--- config.mk ---
export PLATFORM = sky130hd
export DESIGN_NAME = mrq_sched
export DESIGN_NICKNAME = d
export VERILOG_FILES = /design/src/rtl/mrq_pkg.sv /design/src/rtl/mrq_admit.sv /design/src/rtl/mrq_pick.sv /design/src/rtl/mrq_sched.sv
export SDC_FILE = /design/constraint.sdc
export NUM_CORES = 1
export LEC_CHECK = 0
export BUFFER_PORTS_ARGS = -buffer_cell sky130_fd_sc_hd__buf_2
export CAP_MARGIN = 20
export CORE_ASPECT_RATIO = 2
export CORE_MARGIN = 3
export CORE_UTILIZATION = 45
export DETAILED_ROUTE_END_ITERATION = 8
export GPL_TIMING_DRIVEN = 1
export HOLD_SLACK_MARGIN = 0.05
export PLACE_DENSITY_LB_ADDON = 0.12
export RECOVER_POWER = 50
export SYNTH_ARGS = -nofsm -noshare
export SYNTH_HDL_FRONTEND = slang
export SYNTH_HIERARCHICAL = 1
export SYNTH_SLANG_ARGS = --single-unit
--- constraint.sdc ---
create_clock -name clk -period 5.9 [get_ports clk]
set_clock_uncertainty 0.05 [all_clocks]
set_input_delay 0.295 -clock clk [delete_from_list [all_inputs] [get_ports clk]]
set_output_delay 0.295 -clock clk [all_outputs]
set_load 0.01 [all_outputs]
--- src/rtl/mrq_pkg.sv ---
package mrq_pkg;
    // width of every configuration field and of the per-entry counters
    localparam int CFG_W = 4;

    typedef enum logic [0:0] {
        DIR_READ  = 1'b0,
        DIR_WRITE = 1'b1
    } dir_state_t;

    typedef enum logic [0:0] {
        ADM_OPEN    = 1'b0,
        ADM_BLOCKED = 1'b1
    } adm_state_t;
endpackage

--- src/rtl/mrq_admit.sv ---
module mrq_admit
    import mrq_pkg::*;
#(
    parameter int DEPTH = 16,
    localparam int CW = $clog2(DEPTH + 1)
) (
    input  logic             clk,
    input  logic             rst,
    input  logic [CW-1:0]    occ,
    input  logic [CFG_W-1:0] thr_start,
    input  logic [CFG_W-1:0] thr_stop,
    output logic             blocking
);
    adm_state_t state_q, state_d;
    logic [CW-1:0] start_w, stop_w;

    assign start_w = CW'(thr_start);
    assign stop_w  = CW'(thr_stop);

    always_ff @(posedge clk) begin
        if (rst) state_q <= ADM_OPEN;
        else     state_q <= state_d;
    end

    always_comb begin
        blocking = 1'b0;
        state_d  = state_q;
        unique case (state_q)
            ADM_OPEN: begin
                blocking = (occ >= start_w);
                if (blocking) state_d = ADM_BLOCKED;
            end
            ADM_BLOCKED: begin
                blocking = (occ > stop_w);
                if (!blocking) state_d = ADM_OPEN;
            end
            default: state_d = ADM_OPEN;
        endcase
    end
endmodule

--- src/rtl/mrq_pick.sv ---
module mrq_pick
    import mrq_pkg::*;
#(
    parameter int          DEPTH      = 16,
    parameter int          AGW        = 2,
    parameter int unsigned PRIV_AGENT = 0,
    localparam int IW = $clog2(DEPTH)
) (
    input  logic [DEPTH-1:0]            vld,
    input  logic [DEPTH-1:0]            wr,
    input  logic [DEPTH-1:0][AGW-1:0]   agent,
    input  logic [DEPTH-1:0][CFG_W-1:0] pcnt,
    input  logic [CFG_W-1:0]            age_limit,
    input  logic [CFG_W-1:0]            wr_cap,
    input  logic [CFG_W-1:0]            wr_run,
    input  logic                        in_order,
    input  logic                        in_wr_burst,
    output logic [IW-1:0]               sel,
    output logic                        rd_pending
);
    logic          f_rd, f_wr, f_forced, f_priv;
    logic [IW-1:0] i_rd, i_wr, i_forced, i_priv;

    // scan from youngest to oldest so the oldest match is kept last
    always_comb begin
        f_rd = 1'b0; f_wr = 1'b0; f_forced = 1'b0; f_priv = 1'b0;
        i_rd = '0;   i_wr = '0;   i_forced = '0;   i_priv = '0;
        for (int i = DEPTH - 1; i >= 0; i--) begin
            if (vld[i] && !wr[i]) begin
                f_rd = 1'b1;
                i_rd = IW'(i);
                if (pcnt[i] >= age_limit) begin
                    f_forced = 1'b1;
                    i_forced = IW'(i);
                end
                if (agent[i] == AGW'(PRIV_AGENT)) begin
                    f_priv = 1'b1;
                    i_priv = IW'(i);
                end
            end
            if (vld[i] && wr[i]) begin
                f_wr = 1'b1;
                i_wr = IW'(i);
            end
        end
    end

    assign rd_pending = f_rd;

    always_comb begin
        if (in_order)                                     sel = '0;
        else if (f_forced)                                sel = i_forced;
        else if (in_wr_burst && f_wr && (!f_rd || wr_run < wr_cap)) sel = i_wr;
        else if (f_priv)                                  sel = i_priv;
        else if (f_rd)                                    sel = i_rd;
        else                                              sel = i_wr;
    end
endmodule

--- src/rtl/mrq_sched.sv ---
module mrq_sched
    import mrq_pkg::*;
#(
    parameter int          DEPTH      = 16,
    parameter int          AGW        = 2,
    parameter int          TAGW       = 8,
    parameter int unsigned PRIV_AGENT = 0
) (
    input  logic             clk,
    input  logic             rst,
    input  logic [CFG_W-1:0] cfg_age_limit,
    input  logic [CFG_W-1:0] cfg_wr_cap,
    input  logic [CFG_W-1:0] cfg_blk_start,
    input  logic [CFG_W-1:0] cfg_blk_stop,
    input  logic             cfg_in_order,
    input  logic             req_valid,
    output logic             req_ready,
    input  logic [AGW-1:0]   req_agent,
    input  logic             req_write,
    input  logic [TAGW-1:0]  req_tag,
    output logic             gnt_valid,
    input  logic             gnt_ready,
    output logic [AGW-1:0]   gnt_agent,
    output logic             gnt_write,
    output logic [TAGW-1:0]  gnt_tag
);
    localparam int IW = $clog2(DEPTH);
    localparam int CW = $clog2(DEPTH + 1);
    localparam logic [CFG_W-1:0] CNT_MAX = '1;

    // packed queue storage, slot 0 oldest
    logic [DEPTH-1:0]             e_vld, n_vld;
    logic [DEPTH-1:0]             e_wr,  n_wr;
    logic [DEPTH-1:0][AGW-1:0]    e_ag,  n_ag;
    logic [DEPTH-1:0][TAGW-1:0]   e_tag, n_tag;
    logic [DEPTH-1:0][CFG_W-1:0]  e_pc,  n_pc, pc_bump;
    logic [CW-1:0]                count, n_count, wpos;
    logic [CFG_W-1:0]             run, n_run;
    logic [IW-1:0]                sel;
    logic                         rd_pending, blocking, issue, accept;
    dir_state_t                   dir_q, dir_d;

    mrq_pick #(
        .DEPTH(DEPTH), .AGW(AGW), .PRIV_AGENT(PRIV_AGENT)
    ) u_pick (
        .vld(e_vld), .wr(e_wr), .agent(e_ag), .pcnt(e_pc),
        .age_limit(cfg_age_limit), .wr_cap(cfg_wr_cap), .wr_run(run),
        .in_order(cfg_in_order), .in_wr_burst(dir_q == DIR_WRITE),
        .sel(sel), .rd_pending(rd_pending)
    );

    mrq_admit #(.DEPTH(DEPTH)) u_admit (
        .clk(clk), .rst(rst), .occ(count),
        .thr_start(cfg_blk_start), .thr_stop(cfg_blk_stop),
        .blocking(blocking)
    );

    // output process: grant and admission ports
    always_comb begin
        gnt_valid = e_vld[0];
        gnt_agent = e_ag[sel];
        gnt_write = e_wr[sel];
        gnt_tag   = e_tag[sel];
        req_ready = (count < CW'(DEPTH)) &&
                    (!blocking || req_agent == AGW'(PRIV_AGENT));
    end

    assign issue  = gnt_valid && gnt_ready;
    assign accept = req_valid && req_ready;
    assign wpos   = count - CW'(issue);

    // direction state machine
    always_ff @(posedge clk) begin
        if (rst) dir_q <= DIR_READ;
        else     dir_q <= dir_d;
    end

    always_comb begin
        dir_d = dir_q;
        unique case (dir_q)
            DIR_READ:  if (issue && gnt_write)  dir_d = DIR_WRITE;
            DIR_WRITE: if (issue && !gnt_write) dir_d = DIR_READ;
            default:   dir_d = DIR_READ;
        endcase
    end

    // write-run counter
    always_comb begin
        n_run = run;
        if (issue) begin
            if (gnt_write && rd_pending) n_run = (run == CNT_MAX) ? run : run + 1'b1;
            else                         n_run = '0;
        end else if (!rd_pending) begin
            n_run = '0;
        end
    end

    // pass counts of older reads grow when a younger read leaves
    always_comb begin
        for (int i = 0; i < DEPTH; i++) begin
            pc_bump[i] = e_pc[i];
            if (issue && !gnt_write && i < int'(sel) && e_vld[i] && !e_wr[i] &&
                e_pc[i] != CNT_MAX)
                pc_bump[i] = e_pc[i] + 1'b1;
        end
    end

    // remove the granted slot, compact, then append the arrival
    always_comb begin
        for (int i = 0; i < DEPTH; i++) begin
            if (issue && i >= int'(sel)) begin
                if (i + 1 < DEPTH) begin
                    n_vld[i] = e_vld[i+1];
                    n_wr[i]  = e_wr[i+1];
                    n_ag[i]  = e_ag[i+1];
                    n_tag[i] = e_tag[i+1];
                    n_pc[i]  = pc_bump[i+1];
                end else begin
                    n_vld[i] = 1'b0;
                    n_wr[i]  = 1'b0;
                    n_ag[i]  = '0;
                    n_tag[i] = '0;
                    n_pc[i]  = '0;
                end
            end else begin
                n_vld[i] = e_vld[i];
                n_wr[i]  = e_wr[i];
                n_ag[i]  = e_ag[i];
                n_tag[i] = e_tag[i];
                n_pc[i]  = pc_bump[i];
            end
            if (accept && i == int'(wpos)) begin
                n_vld[i] = 1'b1;
                n_wr[i]  = req_write;
                n_ag[i]  = req_agent;
                n_tag[i] = req_tag;
                n_pc[i]  = '0;
            end
        end
        n_count = count + CW'(accept) - CW'(issue);
    end

    always_ff @(posedge clk) begin
        if (rst) begin
            e_vld <= '0;
            e_wr  <= '0;
            e_ag  <= '0;
            e_tag <= '0;
            e_pc  <= '0;
            count <= '0;
            run   <= '0;
        end else begin
            e_vld <= n_vld;
            e_wr  <= n_wr;
            e_ag  <= n_ag;
            e_tag <= n_tag;
            e_pc  <= n_pc;
            count <= n_count;
            run   <= n_run;
        end
    end
endmodule

==> reports/metrics.yaml <==
status: "complete, no violations"
cts_sinks: 263
whs_path_depth: 3
via_count: 15749
cts_buffers: 26
hold_class: "in -> reg"
clock_latency_ps: 560
p_leak_nw: 7.258
drt_pass1_iterations: 8
die-area_um2: 39350
finalHoldViolCount: 0
drive_gt1_share_pct: 8.937
die_h_um: 277.6
wirelength_um: 60500
slowest_stage: "nor4_1"
yosys.area.top_type_share_pct: 31.73
path_clk_slew_ps: 60
ir_drop_mv: 0.2750
core_area_um2: 36050
row_count: 98
synth_most_common_cell: "dfxtp_1"
start_kind: "register"
powerDensity_nw_per_um2: 376.3
dieWidth_um: 141.8
area_growth_pct: 9.011
reg2reg_depth: 16
hold_buffers: 0
viasPerCell: 6.392
cts_max_path_buffers: 3
layout.cells.non_filler: 2464
cp.arrival_ps: 5330
grt_pass1_wl_um: 91310
cts_tree: "done"
synth.ff_latch_count: 263
drtAntennaViolNets: 0
finalCritPeriodShare_pct: 96.11
crit_path_end_kind: "output port"
crit_cells: 16
post_cts_resized: 0
synthCells: 2007
min_period_ps: 5670
htree_levels: 1
fill_cells: 3501
finalPower_mw: 6.807
required_ps: 5560
rsz0062_at_grt: "false"
routabilityCongestion: 0.9300
slew_headroom_pct: 3.662
fin_ws_ps: 229.7
antenna_found_initial: 0
io_buffers: 44
crit_buf_inv: 3
tns_ps: 0
slew_violations: 0
layout.nets: 2131
worstMarginPinSlew_ps: 1445
ys_top_cells_by_area: "dfxtp_1 32%, mux2i_1 8.6%, ha_1 7.6%, nor2_1 5.8%, nand2_1 5.7%"
setup_viol: 0
place_hpwl_um: 44710
reg2reg_slack_ps: 370
max_stage_delay_ps: 700
crit_fanout: 17
crit_type: "reg -> out"
place_ws_ps: 785.8
drt_iter0_markers: 1138
synth-async-reset-ratio_pct: 0
root_buffer: "clkbuf_16"
crit_chain: "nor2b_1 -> nor4_1 -> nand4_1 -> a21bo_1 -> a21o_1 -> a22o_1 -> a21oi_1 -> o21a_2 -> buf_4 -> buf_4 -> nor2b_1 -> a221oi_1 -> a211oi_1 -> a221oi_1 -> nand2_1 -> buf_2"
initial_utilization_pct: 46.03
cap_viol_max_count: 0
diodes: 0
max_freq_ghz: 0.1764
dp_cells: 2419
ys_seq_area_share_pct: 31.73
synth_area_um2: 16590
grt_max_degree: 150
ys.flop_type: "dfxtp_1"
grt_usage_pct: 29.79
wl_per_cell_um: 24.56
num_io_pins: 45
synth_edf_count: 0
overflow: 0
crit_family: "simple AND/OR/NAND/NOR gates"
ys_top_cells_by_count: "263 x dfxtp_1, 255 x nor2_1, 250 x nand2_1"
ys_warn_count: 6
yosys.area.top_type: "dfxtp_1"
ys_types: 86
drt_drc_violations_left: 0
cts_setup_buffers: 0
grt_pass1_vias: 15435
synth_area_per_cell_um2: 8.267
[final cells by class]
| type | count | area, µm² | share of cell area (%) |
|---|---|---|---|
| sequential | 263 | 5265 | 29.11 |
| tap | 450 | 563.0 | 3.113 |
| multi-input combinational | 1553 | 10590 | 58.56 |
| clock buffer | 35 | 745.7 | 4.123 |
| clock inverter | 10 | 103.9 | 0.5742 |
| inverter | 51 | 191.4 | 1.058 |
| timing repair buffer | 102 | 625.6 | 3.459 |
[cell families (layout without fill, tap and decap cells)]
logic type	count (synthesis)	count (layout)	synth area share (%)
muxes	168	168	11.17
AOI/OAI and AO/OA	488	488	21.30
xor gates and xnor gates	54	54	2.850
adders and majority gates	102	102	7.737
DFF	263	263	31.73
and+or+nand+nor	737	737	20.62
buffers and inverters	194	198	4.570
other	1	4	0.02260
[registers in the layout, summed over array words and instances, names as in the netlist, named ones only]
signal           flops
e_pc                60
run                  4
u_admit/state_q      1
e_vld               16
e_tag              128
count                5
e_wr                16
e_ag                32
[path summary, 6_finish.rpt]
kind / start / endpoint
hold / removal: req_tag[7] / e_tag[127]
setup / recovery: e_wr[9] / gnt_tag[7]
setup reg to reg: e_wr[9] / e_tag[13]
hold reg to reg: e_tag[68] / e_tag[60]
[metrics by stage]
step / cell area (µm²) / utilization [%] / hold slack, ps
6_report: 18090 / 50.17 / 152.3
5_1_grt: 18090 / 50.17 / 146.5
4_1_cts: 18150 / 50.34 / 131.1
3_5_place_dp: 17300 / 47.98 / 430.5
3_3_place_gp: 17290 / 47.96 / 421.0
2_1_floorplan: 16600 / - / 316.0
[cells in the final DEF (no fill, tap or decap), types with 27 or more instances in the layout]
| cell type | netlist | final |
|---|---|---|
| a211oi_1 | 111 | 111 |
| clkbuf_16 | 0 | 27 |
| nand2b_1 | 35 | 35 |
| o22ai_1 | 34 | 34 |
| mux2i_1 | 142 | 142 |
| ha_1 | 101 | 101 |
| inv_1 | 50 | 50 |
| nand3_1 | 57 | 57 |
| a21oi_1 | 62 | 62 |
| buf_2 | 6 | 43 |
| a311oi_1 | 82 | 82 |
| xor2_1 | 31 | 31 |
| buf_4 | 0 | 43 |
| nor2_1 | 255 | 255 |
| nand2_1 | 250 | 250 |
| dfxtp_1 | 263 | 263 |
| o21ai_0 | 43 | 44 |
[worst min-delay path, stage by stage]
cell and delay, ps:
buf_2 240, nand2_1 110, a21oi_1 60
[metal layers]
| layer | vias to the layer above | wire length (µm) | global-route usage, % |
|---|---|---|---|
| li1 | 7363 | - | - |
| met1 | 7588 | 21680 | 31.98 |
| met2 | 579 | 30860 | 53.24 |
| met3 | 219 | 2417 | 2.639 |
| met4 | 0 | 5545 | 21.82 |
| met5 | - | 0 | 0 |
[report_power, final]
| group | leakage [nW] | total [mW] | switching [mW] | internal (mW) |
|---|---|---|---|---|
| Combinational | 4.71 | 2.83 | 1.84 | 0.992 |
| Clock | 0.426 | 1.72 | 0.753 | 0.970 |
| Sequential | 2.12 | 2.26 | 0.264 | 1.99 |
(Power assumes the default switching activity.)
